`config.mk`:
```
export PLATFORM = sky130hd
export DESIGN_NAME = status_flags_ctrl
export DESIGN_NICKNAME = d
export VERILOG_FILES = /design/src/rtl/ssc_flag_pkg.sv /design/src/rtl/flag_strobe_decode.sv /design/src/rtl/flag_event_gate.sv /design/src/rtl/flag_cell.sv /design/src/rtl/flag_status_pack.sv /design/src/rtl/status_flags_ctrl.sv
export SDC_FILE = /design/constraint.sdc
export NUM_CORES = 1
export LEC_CHECK = 0
export CELL_PAD_IN_SITES_DETAIL_PLACEMENT = 1
export CELL_PAD_IN_SITES_GLOBAL_PLACEMENT = 1
export CORE_MARGIN = 2
export CORE_UTILIZATION = 38
export CTS_BUF_LIST = sky130_fd_sc_hd__clkbuf_8
export DETAILED_ROUTE_END_ITERATION = 8
export DONT_BUFFER_PORTS = 1
export GPL_TIMING_DRIVEN = 0
export PLACE_DENSITY_LB_ADDON = 0.1
export SLEW_MARGIN = 30
export SYNTH_ARGS = -nofsm -noshare
export SYNTH_HDL_FRONTEND = slang
export SYNTH_SLANG_ARGS = --single-unit
export TNS_END_PERCENT = 10
```
`constraint.sdc`:
```
create_clock -name clk -period 1.02 [get_ports clk]
set_input_delay 0.204 -clock clk [delete_from_list [all_inputs] [get_ports clk]]
set_output_delay 0.204 -clock clk [all_outputs]
set_load 0.02 [all_outputs]
```
`src/rtl/ssc_flag_pkg.sv`:
```
// Package: flag indices and bit positions shared by the status flag block.
// Assumes eight flags; index order is internal, positions are fixed by software.
package ssc_flag_pkg;
    localparam int NFLAG     = 8;
    localparam int NEVT      = 5;
    localparam int STROBE_W  = 16;
    localparam int STATUS_W  = 16;
    localparam int EVT_BASE  = 3;   // first flag index fed by a hardware event
    localparam int ERR_FIRST = 2;   // first error flag index
    localparam int BUSY_POS  = 13;

    // Flag indices: 0 op-mode, 1 master, 2 mode err, 3 tx ovf, 4 rx ovf,
    // 5 abort, 6 tx underflow, 7 rx underflow.

    // Strobe bit that sets flag f.
    function automatic int set_pos(input int f);
        case (f)
            0: set_pos = 1;
            1: set_pos = 3;
            2: set_pos = 7;
            3: set_pos = 12;
            4: set_pos = 13;
            5: set_pos = 14;
            6: set_pos = 15;
            default: set_pos = 5;
        endcase
    endfunction

    // Strobe bit that clears flag f.
    function automatic int clr_pos(input int f);
        case (f)
            0: clr_pos = 0;
            1: clr_pos = 2;
            2: clr_pos = 6;
            3: clr_pos = 8;
            4: clr_pos = 9;
            5: clr_pos = 10;
            6: clr_pos = 11;
            default: clr_pos = 4;
        endcase
    endfunction

    // Status view bit that shows flag f.
    function automatic int stat_pos(input int f);
        case (f)
            0: stat_pos = 0;
            1: stat_pos = 1;
            2: stat_pos = 7;
            3: stat_pos = 8;
            4: stat_pos = 9;
            5: stat_pos = 10;
            6: stat_pos = 11;
            default: stat_pos = 12;
        endcase
    endfunction
endpackage

```
`src/rtl/flag_strobe_decode.sv`:
```
// Module: turns a strobe write into per-flag set and clear requests.
// Assumes strobe bits are write-one; nothing is requested when we is low.
module flag_strobe_decode
    import ssc_flag_pkg::*;
#(
    parameter int NF = NFLAG,
    parameter int SW = STROBE_W
) (
    input  logic          we,
    input  logic [SW-1:0] data,
    output logic [NF-1:0] set_req,
    output logic [NF-1:0] clr_req
);
    for (genvar f = 0; f < NF; f++) begin : g_dec
        localparam int SP = set_pos(f);
        localparam int CP = clr_pos(f);
        // Pick the flag's own set and clear strobe bits.
        assign set_req[f] = we & data[SP];
        assign clr_req[f] = we & data[CP];
    end
endmodule

```
`src/rtl/flag_event_gate.sv`:
```
// Module: qualifies hardware error events with their enables and routes
// them to flag indices. Assumes event k belongs to flag BASE+k.
module flag_event_gate
    import ssc_flag_pkg::*;
#(
    parameter int NF   = NFLAG,
    parameter int NE   = NEVT,
    parameter int BASE = EVT_BASE
) (
    input  logic [NE-1:0] evt,
    input  logic [NE-1:0] en,
    output logic [NF-1:0] hw_set
);
    for (genvar f = 0; f < NF; f++) begin : g_gate
        if (f >= BASE && f < BASE + NE) begin : g_src
            // Enabled event sets this flag.
            assign hw_set[f] = evt[f-BASE] & en[f-BASE];
        end else begin : g_none
            // Flag has no hardware source.
            assign hw_set[f] = 1'b0;
        end
    end
endmodule

```
`src/rtl/flag_cell.sv`:
```
// Module: one status flag with hardware set, software set and software clear.
// Assumes hardware set wins; opposing software strobes cancel each other.
module flag_cell (
    input  logic clk,
    input  logic rst_n,
    input  logic hw_set,
    input  logic sw_set,
    input  logic sw_clr,
    output logic q
);
    // Update the flag with hardware priority over software.
    always_ff @(posedge clk) begin
        if (!rst_n) begin
            q <= 1'b0;
        end else if (hw_set) begin
            q <= 1'b1;
        end else if (sw_set && !sw_clr) begin
            q <= 1'b1;
        end else if (sw_clr && !sw_set) begin
            q <= 1'b0;
        end
    end
endmodule

```
`src/rtl/flag_status_pack.sv`:
```
// Module: places flags and busy into the status view and forms the error
// interrupt. Assumes flags from index ERR_FIRST upward are errors.
module flag_status_pack
    import ssc_flag_pkg::*;
#(
    parameter int NF = NFLAG,
    parameter int STW = STATUS_W,
    parameter int EF = ERR_FIRST
) (
    input  logic [NF-1:0]  flags,
    input  logic           busy,
    output logic [STW-1:0] word,
    output logic           irq
);
    // Scatter flags into their fixed view positions.
    always_comb begin
        word = '0;
        for (int f = 0; f < NF; f++) begin
            word[stat_pos(f)] = flags[f];
        end
        word[BUSY_POS] = busy;
    end

    // Any error flag raises the interrupt.
    assign irq = |flags[NF-1:EF];
endmodule

```
`src/rtl/status_flags_ctrl.sv`:
```
// Module: top of the status flag block. Holds the mode and error flags,
// changed by software strobes and gated hardware events, and drives the
// error interrupt. Assumes event pulses are synchronous to clk.
module status_flags_ctrl
    import ssc_flag_pkg::*;
#(
    parameter int SW  = STROBE_W,
    parameter int STW = STATUS_W,
    parameter int NE  = NEVT
) (
    input  logic           clk,
    input  logic           rst_n,
    input  logic           strobe_we,
    input  logic [SW-1:0]  strobe_data,
    input  logic [NE-1:0]  hw_err_evt,
    input  logic [NE-1:0]  err_evt_en,
    input  logic           busy_in,
    output logic [STW-1:0] status_word,
    output logic [SW-1:0]  strobe_rdata,
    output logic           err_irq
);
    localparam int NF = NFLAG;

    logic [NF-1:0] set_req;
    logic [NF-1:0] clr_req;
    logic [NF-1:0] hw_set;
    logic [NF-1:0] flags;

    flag_strobe_decode #(.NF(NF), .SW(SW)) u_dec (
        .we      (strobe_we),
        .data    (strobe_data),
        .set_req (set_req),
        .clr_req (clr_req)
    );

    flag_event_gate #(.NF(NF), .NE(NE), .BASE(EVT_BASE)) u_gate (
        .evt    (hw_err_evt),
        .en     (err_evt_en),
        .hw_set (hw_set)
    );

    for (genvar f = 0; f < NF; f++) begin : g_flag
        flag_cell u_cell (
            .clk    (clk),
            .rst_n  (rst_n),
            .hw_set (hw_set[f]),
            .sw_set (set_req[f]),
            .sw_clr (clr_req[f]),
            .q      (flags[f])
        );
    end

    flag_status_pack #(.NF(NF), .STW(STW), .EF(ERR_FIRST)) u_pack (
        .flags (flags),
        .busy  (busy_in),
        .word  (status_word),
        .irq   (err_irq)
    );

    // The strobe register is write-only.
    assign strobe_rdata = '0;
endmodule

```
Word-level counts from Yosys, hierarchy flattened. Index checks and enable logic that the tools add are counted.

Muxes and demuxes: 21. Bitwise gates (word level): 21. Reduce and logical (&&, ||, !) cells: 41.

Operators by type and width (number): 1-bit AND (21); 1-bit two-way mux (21); 1-bit logical AND (16); 1-bit logical NOT (16); 3-bit nonzero test (5); 2-bit nonzero test (3); 6-bit OR reduction (1).

Bits in registers: 8. Bits of input ports: 30. Output and inout port bits: 33. Word-level logic and storage cells: 91.

Logic depth before layout (Yosys ltp). Gate-level depths: netlist (run 1).

Depth after elaboration: 6. Depth in mapped cells: 5. Depth with buffers taken out: 4.

By module. Synthesis (run 1) repeated with hierarchy kept, for this count alone.

Cell total of the unflattened synthesis: 95. Area, all modules: 805.8 um^2.

Modules (own cells, without submodules): flag_cell (times used 8, cells an instance 4, area each 45.0 um^2, seq. area each 20.0 um^2); flag_status_pack (times used 1, cells an instance 20, area each 137.6 um^2, seq. area each 0.0 um^2); flag_strobe_decode (times used 1, cells an instance 17, area each 126.4 um^2, seq. area each 0.0 um^2); status_flags_ctrl (times used 1, cells an instance 17, area each 123.9 um^2, seq. area each 0.0 um^2); flag_event_gate (times used 1, cells an instance 9, area each 57.6 um^2, seq. area each 0.0 um^2).

Worst setup path before layout (run 1). No wires, ideal clock.

Path type: input -> register. From: in strobe_we. To: reg g_flag[3].u_cell.q. Setup time: 0.123 ns. Arrival: 0.955 ns. Required time: 0.897 ns. Setup slack: -0.059 ns. Cell stages on the path: 5. Buffers on the path: 1. Cells stage by stage: buf_6 and2_1 ha_1 mux2i_1 a21boi_0.

Cells in the longest elaborated chain, start to end: 5. Elaborated cells between the ends (all ways): 9. Classes of those cells: 2 x mux; 2 x bitwise; 5 x reduce/logical.

Ends and longest elaborated chain: start, declared (line status_flags_ctrl.sv:13) `input logic strobe_we,`; 1-bit AND (line flag_strobe_decode.sv:19) `assign clr_req[f] = we & data[CP];`; 1-bit logical NOT (line flag_cell.sv:17) `end else if (sw_set && !sw_clr) begin`; 1-bit logical AND (line flag_cell.sv:17); 1-bit two-way mux (line flag_cell.sv:17); 1-bit two-way mux (line flag_cell.sv:15) `end else if (hw_set) begin`; end signal, assigned (line flag_cell.sv:14) `q <= 1'b0;`; end signal, assigned (line flag_cell.sv:16) `q <= 1'b1;`; end signal, assigned (line flag_cell.sv:18) `q <= 1'b1;`; end, declared (line flag_cell.sv:9) `output logic q`.

Several ways; a longest one is shown, not always the timed one. A chain may end at the register's enable or synchronous reset.

Worst setup path after layout (run 1).
From: reg g_flag[3].u_cell.q. To: out err_irq.

Cells in the longest elaborated chain, start to end: 1.

Ends and longest elaborated chain: 6-bit OR reduction (line flag_status_pack.sv:25) `assign irq = |flags[NF-1:EF];`; end, declared (line status_flags_ctrl.sv:20) `output logic err_irq`.

No other way between the ends.

==> results of run 1 <==
-- power by group through the flow --
stage	clock network, uW	logic (uW)	registers (uW)
2_1_floorplan	0	327	351
3_3_place_gp	0	345	355
3_5_place_dp	0	350	355
4_1_cts	382	371	356
5_1_grt	402	404	359
6_report	371	375	356
-- cells in the final DEF, fill, tap and decap left out, drive strengths merged --
cell	Yosys	layout
clkbuf	0	3
nor4	1	1
nand2	14	14
ha	8	8
nor2b	3	3
buf	33	34
nor2	1	1
mux2i	8	8
and2	8	8
dfxtp	8	8
conb	1	23
a21boi	5	5
-- critical path, cell delays in order (launching register included) --
cell and delay (ns):
dfxtp_2 0.32, nor4_4 0.31, nand2_2 0.15
-- Yosys cell counts --
master    count  share of area, %
and2_1        8               6.5
buf_6         1               1.5
nor2_1        1              0.49
conb_1        1              0.49
mux2i_1       8                10
ha_1          8                13
a21boi_0      5               4.9
nand2_1      14               6.9
nor2b_1       3               2.5
nor4_1        1              0.82
buf_4        32                31
dfxtp_1       8                21
-- through the flow --
step	cells	util [%]	setup slack, ns
after global routing	143	51.2	-0.236
after detailed placement	139	47.4	-0.100
final	143	51.2	-0.195
after CTS	143	51.2	-0.195
after global placement	139	47.4	-0.0748
after floorplan	112	-	-0.0325
-- metal layers --
| metal | vias to the layer above | track usage (%) | routed length, um |
|---|---|---|---|
| met5 | - | 0 | 0 |
| met4 | 0 | 2.86 | 0 |
| met3 | 0 | 6.44 | 160 |
| met2 | 38 | 22.6 | 742 |
| met1 | 252 | 13.3 | 620 |
| li1 | 291 | - | - |
-- final timing paths --
check                             to  slack [ns]  depth (start not counted)
setup reg to reg  g_flag[3].u_cell.q        0.24                          3
hold / removal    g_flag[0].u_cell.q        0.11                          1
hold reg to reg   g_flag[0].u_cell.q        0.52                          2
setup / recovery             err_irq       -0.20                          2
-- final cells by class --
class / instances / area [um2]
Buffer: 33 / 255
Clock buffer: 3 / 41.3
Fill cell: 249 / 937
Multi-Input combinational cell: 71 / 483
Sequential cell: 8 / 164
Tap cell: 27 / 33.8
Timing Repair Buffer: 1 / 7.51
-- logic make-up after synthesis --
kind of cell / synth area share, %
adders and majority gates: 13.1
AOI/OAI and AO/OA: 4.91
DFF: 20.9
buffers and inverters: 32.9
and+or+nand+nor: 17.2
muxes: 10.5
other: 0.491
-- repair_timing --
item	4_1_cts	5_1_grt
hold endpoints to repair	0	0
endpoints found under the setup margin	1	3
pin swaps	2	1
gates resized for setup	6	1
buffers inserted	1	0
==> results_dict.tcl, run 1 <==
set metrics [dict create \
    status "finished, violations left" \
    violations "setup timing" \
    pwr-share-seq_pct 32.3 \
    drv_slew 0 \
    clock_sinks 8 \
    postSynthAreaPerCell_um2 8.49 \
    drt_iter0_drc 1 \
    io_buffer_count 0 \
    initial_core_util_pct 39.8 \
    first_pass_iters 2 \
    rsz0062_at_grt "true" \
    synth_warnings 0 \
    pwr-share-clk_pct 33.7 \
    switching_share_pct 30.1 \
    synth_cell_types 12 \
    layout_min_cycle_time_ns 1.22 \
    finalInstanceArea_um2 985 \
    top_register "g_flag.u_cell.q" \
    cts_tree "done" \
    num_rows 16 \
    intPower_uw 770 \
    path_class "reg2out" \
    clk_latency_ns 0.22 \
    fin_setup_tns_ns -0.195 \
    endpoint_kind "output pin" \
    num_vias 581 \
    crit_start "g_flag[3].u_cell.q" \
    largest_reg_flops 8 \
    hp-class "in2reg" \
    cts_made_buffers 3 \
    path_max_fanout 2 \
    cts_hold_buf 0 \
    syn-cell-area_um2 764 \
    timing.hold.ws_ns 0.109 \
    viasPerCell 4.06 \
    nets 156 \
    worstHoldStart "rst_n" \
    max_freq_mhz 823 \
    irDropWorstVdd_uv 777 \
    dieArea_mm2 0.00239 \
    fin_ws_ns -0.195 \
    critPathLaunchType "flop" \
    top_regs "g_flag.u_cell.q: 8 flops" \
    clkTransAtPathRegs_ns 0.04 \
    drt_wl_total_um 1520 \
    ys_seq_area_share_pct 20.9 \
    num_antenna_cells 0 \
    fin_crit_sh_pct 119 \
    synth_cells 90 \
    ios 63 \
    drive_above_1_share_pct 39.7 \
    drv_cap 0 \
    totalPowerFinal_uw 1100 \
    chipWidth_um 48.9 \
    yosys_register_bits 8 \
    cts_root_buf "clkbuf_8" \
    grt_max_degree 11 \
    hold_viol 0 \
    placeableCoreArea_mm2 0.00192 \
    grt_usage_pct 12.7 \
    pwr-share-comb_pct 34.0 \
    grt_pass1_vias 533 \
    antenna_found_initial 0 \
    fp.dieH_um 48.9 \
    cts-htree-levels 1 \
    arrival_ns 1.01 \
    critPathRequiredTime_ns 0.82 \
    synthToLayoutAreaGrowth_pct 28.8 \
    critical_path.reg2reg.startpoint "g_flag[3].u_cell.q" \
    skew_ns 0 \
    post_drt_wl_per_cell_um 10.7 \
    clk_path_buf_depth 2 \
    finalSetupViolCount 1 \
    placed_area_um2 911 \
    dp_hpwl_um 1250 \
    gp_congestion 0.625 \
    drc 0 \
    overflow 0 \
    powerDensity_mw_per_mm2 1120 \
    p_leak_uw 0.000539 \
    power_switching_uw 332 \
    grt_pass1_wl_um 2320 \
    ant_nets 0 \
]
Note: power is estimated with default switching activity, not from simulation.
==> inputs of run 2 (changes only) <==
--- a/config.mk
+++ b/config.mk
@@ -8,7 +8,7 @@
 export CELL_PAD_IN_SITES_DETAIL_PLACEMENT = 1
 export CELL_PAD_IN_SITES_GLOBAL_PLACEMENT = 1
 export CORE_MARGIN = 2
-export CORE_UTILIZATION = 38
+export CORE_UTILIZATION = 39
 export CTS_BUF_LIST = sky130_fd_sc_hd__clkbuf_8
 export DETAILED_ROUTE_END_ITERATION = 8
 export DONT_BUFFER_PORTS = 1
@@ -17,5 +17,6 @@
 export SLEW_MARGIN = 30
 export SYNTH_ARGS = -nofsm -noshare
 export SYNTH_HDL_FRONTEND = slang
+export SYNTH_HIERARCHICAL = 1
 export SYNTH_SLANG_ARGS = --single-unit
 export TNS_END_PERCENT = 10
==> run 2 against run 1 <==
Effect of this change:
- largest power group is now clock
- sequential share of layout area fell by 0.15 points
- the flow still finishes with violations (setup timing)
- via count rose by 9.8%
- global-route usage rose by 1.0 points
- sequential cell count did not move
- highest routed layer is now met4
- design area rose by 1.7%
- maximum frequency rose by 3.8%
- clock skew did not move
- register-to-register slack got worse by 0.13 ns
- count of clock-buffer cells in the layout did not move
==> results_dict.tcl, run 2 <==
set metrics [dict create \
    status "finished, violations left" \
    violations "setup timing" \
    viasPerCell 4.28 \
    drt_wl_total_um 1600 \
    ys_seq_area_share_pct 19.9 \
    max_freq_mhz 854 \
    num_antenna_cells 0 \
    post_drt_wl_per_cell_um 10.8 \
    overflow 0 \
    rsz0062_at_grt "true" \
    arrival_ns 0.97 \
    dp_cells 145 \
    synth_top_flop_cell "dfxtp_1" \
    drv_slew 0 \
    skew_ns 0 \
    yosys.area.top_type "buf_4" \
    drt_iter0_drc 3 \
    top_regs "g_flag.u_cell/q: 8 flops" \
    regArea_um2 165 \
    async_flop_share_pct 0 \
    yosys-top-cells-area "buf_4 (33%), dfxtp_1 (20%), and2_2 (11%), o311a_1 (9.9%), or3b_1 (8.7%)" \
    synth_cell_types 12 \
    drv_cap 0 \
    final_common_cell "buf_4" \
    synth_top_area_share_pct 32.6 \
    synth_edf_count 0 \
    hold_viol 0 \
    cts_hold_buf 0 \
    layout_min_cycle_time_ns 1.17 \
    fin_ws_ns -0.151 \
    endpoint_kind "output pin" \
    ios 63 \
    fp.dieH_um 49.5 \
    postSynthAreaPerCell_um2 8.48 \
    gp_congestion 0.654 \
    finalSetupViolCount 2 \
    slowest_stage "dfxtp_2" \
    fin_crit_sh_pct 115 \
    placeableCoreArea_mm2 0.00196 \
    synth_warnings 6 \
    synthToLayoutAreaGrowth_pct 24.2 \
    clkTransAtPathRegs_ns 0.04 \
    path_class "reg2out" \
    chipWidth_um 49.5 \
    drive_above_1_share_pct 47.5 \
    multi_input_area_um2 475 \
    clk_path_buf_depth 2 \
    final_cells 149 \
    dieArea_mm2 0.00245 \
    grt_pass1_wl_um 2490 \
    p_leak_uw 0.000531 \
    critPathLaunchType "flop" \
    cts_root_buf "clkbuf_8" \
    num_vias 638 \
    fill_cells 270 \
    largest_reg_flops 8 \
    clk_latency_ns 0.23 \
    irDropWorstVdd_uv 584 \
    grt_pass1_vias 593 \
    num_rows 16 \
    clock_sinks 8 \
    cts_made_buffers 3 \
    io_buffer_count 0 \
    drc 0 \
    grt_usage_pct 13.8 \
    crit_chain "nor4_4 > nand2_2" \
    nets 154 \
    slowest_delay_ns 0.33 \
    synth_commonest_cells "buf_4 (35), and2_2 (12), and2_1 (9)" \
    grt_max_degree 11 \
    critPathRequiredTime_ns 0.82 \
    initial_core_util_pct 41.1 \
    totalPowerFinal_uw 1140 \
    ant_nets 0 \
    dp_hpwl_um 1340 \
    fin_util_pct 51.0 \
    cts-htree-levels 1 \
    top_register "g_flag.u_cell/q" \
    syn-cell-area_um2 806 \
    synth_cells 95 \
    cts_tree "done" \
    hp-class "in2reg" \
    path_max_fanout 2 \
    first_pass_iters 2 \
    powerDensity_mw_per_mm2 1140 \
    synth.most_common_cell "buf_4" \
    antenna_found_initial 0 \
    layout_common_cells "buf_4 (35), conb_1 (26), and2_2 (12)" \
    yosys_register_bits 8 \
]
## run 2: logic make-up after synthesis
family          after synthesis  share of synthesized area [%]
other cells                   3                           1.40
simple gates                 40                           34.8
compound gates                8                           9.94
flops                         8                           19.9
buf+inv                      36                           34.0
## run 2: final timing paths
path                 startpoint                  to  slack, ns  cells past startpoint
max          g_flag[4].u_cell/q             err_irq      -0.15                      2
min                       rst_n  g_flag[4].u_cell/q       0.09                      1
max reg2reg  g_flag[4].u_cell/q  g_flag[4].u_cell/q       0.11                      2
min reg2reg  g_flag[0].u_cell/q  g_flag[0].u_cell/q       0.52                      1
## run 2: area by class of cell
type | count | share of cell area, %
plain buffers | 36 | 27.7
clock buffers | 3 | 4.13
multi-input cells | 74 | 47.5
flip-flops and latches | 8 | 16.5
well taps | 27 | 3.38
repair buffers | 1 | 0.750
## run 2: power by group
group          switching, uW  internal, uW
clock                    130           256
combinational            190           187
sequential              28.1           345
## run 2: worst max-delay path, delay by kind of cell, from the launching register on
| kind | cells | cell delay [ns] |
|---|---|---|
| flops | 1 | 0.33 |
| simple gates | 2 | 0.41 |
## run 2: metrics by stage
step | hold WS [ns] | setup TNS (ns) | cell area [um2] | worst slack, ns
floorplan | 0.335 | -0.0121 | 892 | -0.00873
global placement | 0.339 | -0.177 | 926 | -0.0394
detailed placement | 0.340 | -0.253 | 926 | -0.0573
CTS | 0.0855 | -0.184 | 988 | -0.184
global route | 0.0870 | -0.259 | 1000 | -0.224
finish | 0.0927 | -0.153 | 1000 | -0.151
## run 2: what timing repair did
action / 4_1_cts / 5_1_grt
setup buffers: 1 / 0
cloned: 0 / 0
pin swaps: 2 / 1
resized for setup: 4 / 4
setup endpoints to repair: 1 / 2
## run 2: routing by layer
metal	GRT usage, %	part of all wire [%]	routed length [um]	up-vias
li1	-	-	-	311
met1	14.3	35	558	287
met2	21.6	50	799	36
met3	6.67	13	208	4
met4	9.72	2.4	38	0
met5	0	0	0	-
==> inputs of run 3 (changes only) <==
--- a/config.mk
+++ b/config.mk
@@ -5,16 +5,14 @@
 export SDC_FILE = /design/constraint.sdc
 export NUM_CORES = 1
 export LEC_CHECK = 0
+export BUFFER_PORTS_ARGS = -buffer_cell sky130_fd_sc_hd__buf_2
 export CELL_PAD_IN_SITES_DETAIL_PLACEMENT = 1
 export CELL_PAD_IN_SITES_GLOBAL_PLACEMENT = 1
-export CORE_MARGIN = 2
-export CORE_UTILIZATION = 39
+export CORE_UTILIZATION = 24
 export CTS_BUF_LIST = sky130_fd_sc_hd__clkbuf_8
 export DETAILED_ROUTE_END_ITERATION = 8
-export DONT_BUFFER_PORTS = 1
 export GPL_TIMING_DRIVEN = 0
 export PLACE_DENSITY_LB_ADDON = 0.1
-export SLEW_MARGIN = 30
 export SYNTH_ARGS = -nofsm -noshare
 export SYNTH_HDL_FRONTEND = slang
 export SYNTH_HIERARCHICAL = 1
==> run 3 against run 2 <==
Effect of this change:
- the run still ends with setup timing left
- first-iteration DRC count increased to 3.7 times the previous value
- sequential cell count unchanged
- power increased by 11%
- routed wire length increased by 25%
- via count increased by 20%
- critical path depth increased by 1
- maximum frequency decreased by 5.0%
- register-to-register slack about the same
- critical endpoint unchanged
- largest cell class is now buffers
==> results_dict.tcl, run 3 (synthesis results as in run 2) <==
set metrics [dict create \
    status "finished, violations left" \
    violations "setup timing" \
    pwr-share-seq_pct 29.6 \
    rsz0062_at_grt "true" \
    hp-class "in2reg" \
    clk_path_buf_depth 2 \
    initial_core_util_pct 25.8 \
    max_freq_mhz 811 \
    clk_latency_ns 0.23 \
    drv_cap 0 \
    power_switching_uw 374 \
    ant_nets 0 \
    first_pass_iters 4 \
    powerDensity_mw_per_mm2 987 \
    pwr-share-comb_pct 40.4 \
    drt_iter0_drc 11 \
    clkTransAtPathRegs_ns 0.04 \
    drc 0 \
    place_ws_ns -0.241 \
    cts_hold_buf 0 \
    num_antenna_cells 0 \
    gp_congestion 0.587 \
    io_buffer_count 38 \
    cts_root_buf "clkbuf_8" \
    final_common_cell "buf_4" \
    cts-htree-levels 1 \
    chipWidth_um 59.9 \
    top_register "g_flag.u_cell/q" \
    fp.dieH_um 59.9 \
    num_vias 766 \
    largest_reg_flops 8 \
    top_regs "g_flag.u_cell/q: 8 flops" \
    irDropWorstVdd_uv 520 \
    overflow 0 \
    p_leak_uw 0.000704 \
    drive_above_1_share_pct 62.5 \
    fin_setup_tns_ns -0.317 \
    finalSetupViolCount 2 \
    antenna_found_initial 0 \
    drv_slew 0 \
    intPower_uw 887 \
    synthToLayoutAreaGrowth_pct 58.5 \
    grt_usage_pct 11.5 \
    drt_wl_total_um 2000 \
    layout_common_cells "buf_4 (32), buf_2 (29), conb_1 (26)" \
    critPathLaunchType "flop" \
    grt_pass1_vias 715 \
    clock_sinks 8 \
    critPathRequiredTime_ns 0.82 \
    grt_max_degree 11 \
    fin_util_pct 40.8 \
    totalPowerFinal_uw 1260 \
    layout_min_cycle_time_ns 1.23 \
    placed_area_mm2 0.00114 \
    finalInstanceArea_mm2 0.00128 \
    grt_pass1_wl_um 2960 \
    dieArea_mm2 0.00359 \
    fin_ws_ns -0.213 \
    path_max_fanout 3 \
    cts_made_buffers 3 \
    ios 63 \
    endpoint_kind "output pin" \
    placeableCoreArea_mm2 0.00313 \
    arrival_ns 1.03 \
    path_class "reg2out" \
    viasPerCell 3.75 \
    hold_viol 0 \
    fin_crit_sh_pct 121 \
    pwr-share-clk_pct 30.1 \
    num_rows 20 \
    cts_tree "done" \
    post_drt_wl_per_cell_um 9.79 \
    r2r_slack_ns 0.12 \
    switching_share_pct 29.6 \
    nets 192 \
    skew_ns 0 \
]
[run 3: changes by cell type in the layout (fill, tap and decap cells not counted), sizes merged]
| cell | before | now |
|---|---|---|
| buf | 37 | 75 |
[run 3: per-layer routing]
metal,up-vias,global-route usage (%),wire length (um)
met4,0,3.99,22
met3,4,4.76,153
met1,341,9.99,691
met2,33,23.0,1130
met5,-,0,0
li1,388,-,-
[run 3: final cells by class]
type | count | area (um2)
Fill cell | 389 | 1850
Multi-Input combinational cell | 74 | 469
Buffer | 36 | 293
Timing Repair Buffer | 39 | 250
Sequential cell | 8 | 169
Tap cell | 44 | 55.1
Clock buffer | 3 | 41.3
[run 3: stage by stage]
stage                     hold slack, ns  instances
after floorplan                    0.335        118
final                              0.292        204
after CTS                          0.288        204
after global routing               0.297        204
after global placement             0.499        200
after detailed placement           0.506        200
[run 3: final timing paths]
| path | startpoint | to | cells after the start |
|---|---|---|---|
| worst min register to register | g_flag[1].u_cell/q | g_flag[1].u_cell/q | 1 |
| worst max register to register | g_flag[4].u_cell/q | g_flag[4].u_cell/q | 2 |
| worst min-delay path | rst_n | g_flag[3].u_cell/q | 2 |
| worst max-delay path | g_flag[6].u_cell/q | err_irq | 3 |
[run 3: what timing repair did]
item	CTS	global route
hold endpoints to repair	0	0
gates resized for setup	19	13
setup buffers	1	0
pin swaps	2	0
cloned	0	0
endpoints found under the setup margin	7	12
[run 3: power by group through the flow]
stage / sequential (uW) / clock [uW] / combinational (uW)
floorplan: 362 / 0 / 336
global placement: 367 / 0 / 431
detailed placement: 368 / 0 / 442
CTS: 369 / 399 / 482
global route: 376 / 417 / 550
finish: 373 / 379 / 509
[run 3: worst max-delay path: stages (launching register included)]
cell,delay [ns]
dfxtp_2,0.33
nor4_2,0.24
nand2_1,0.09
buf_6,0.14
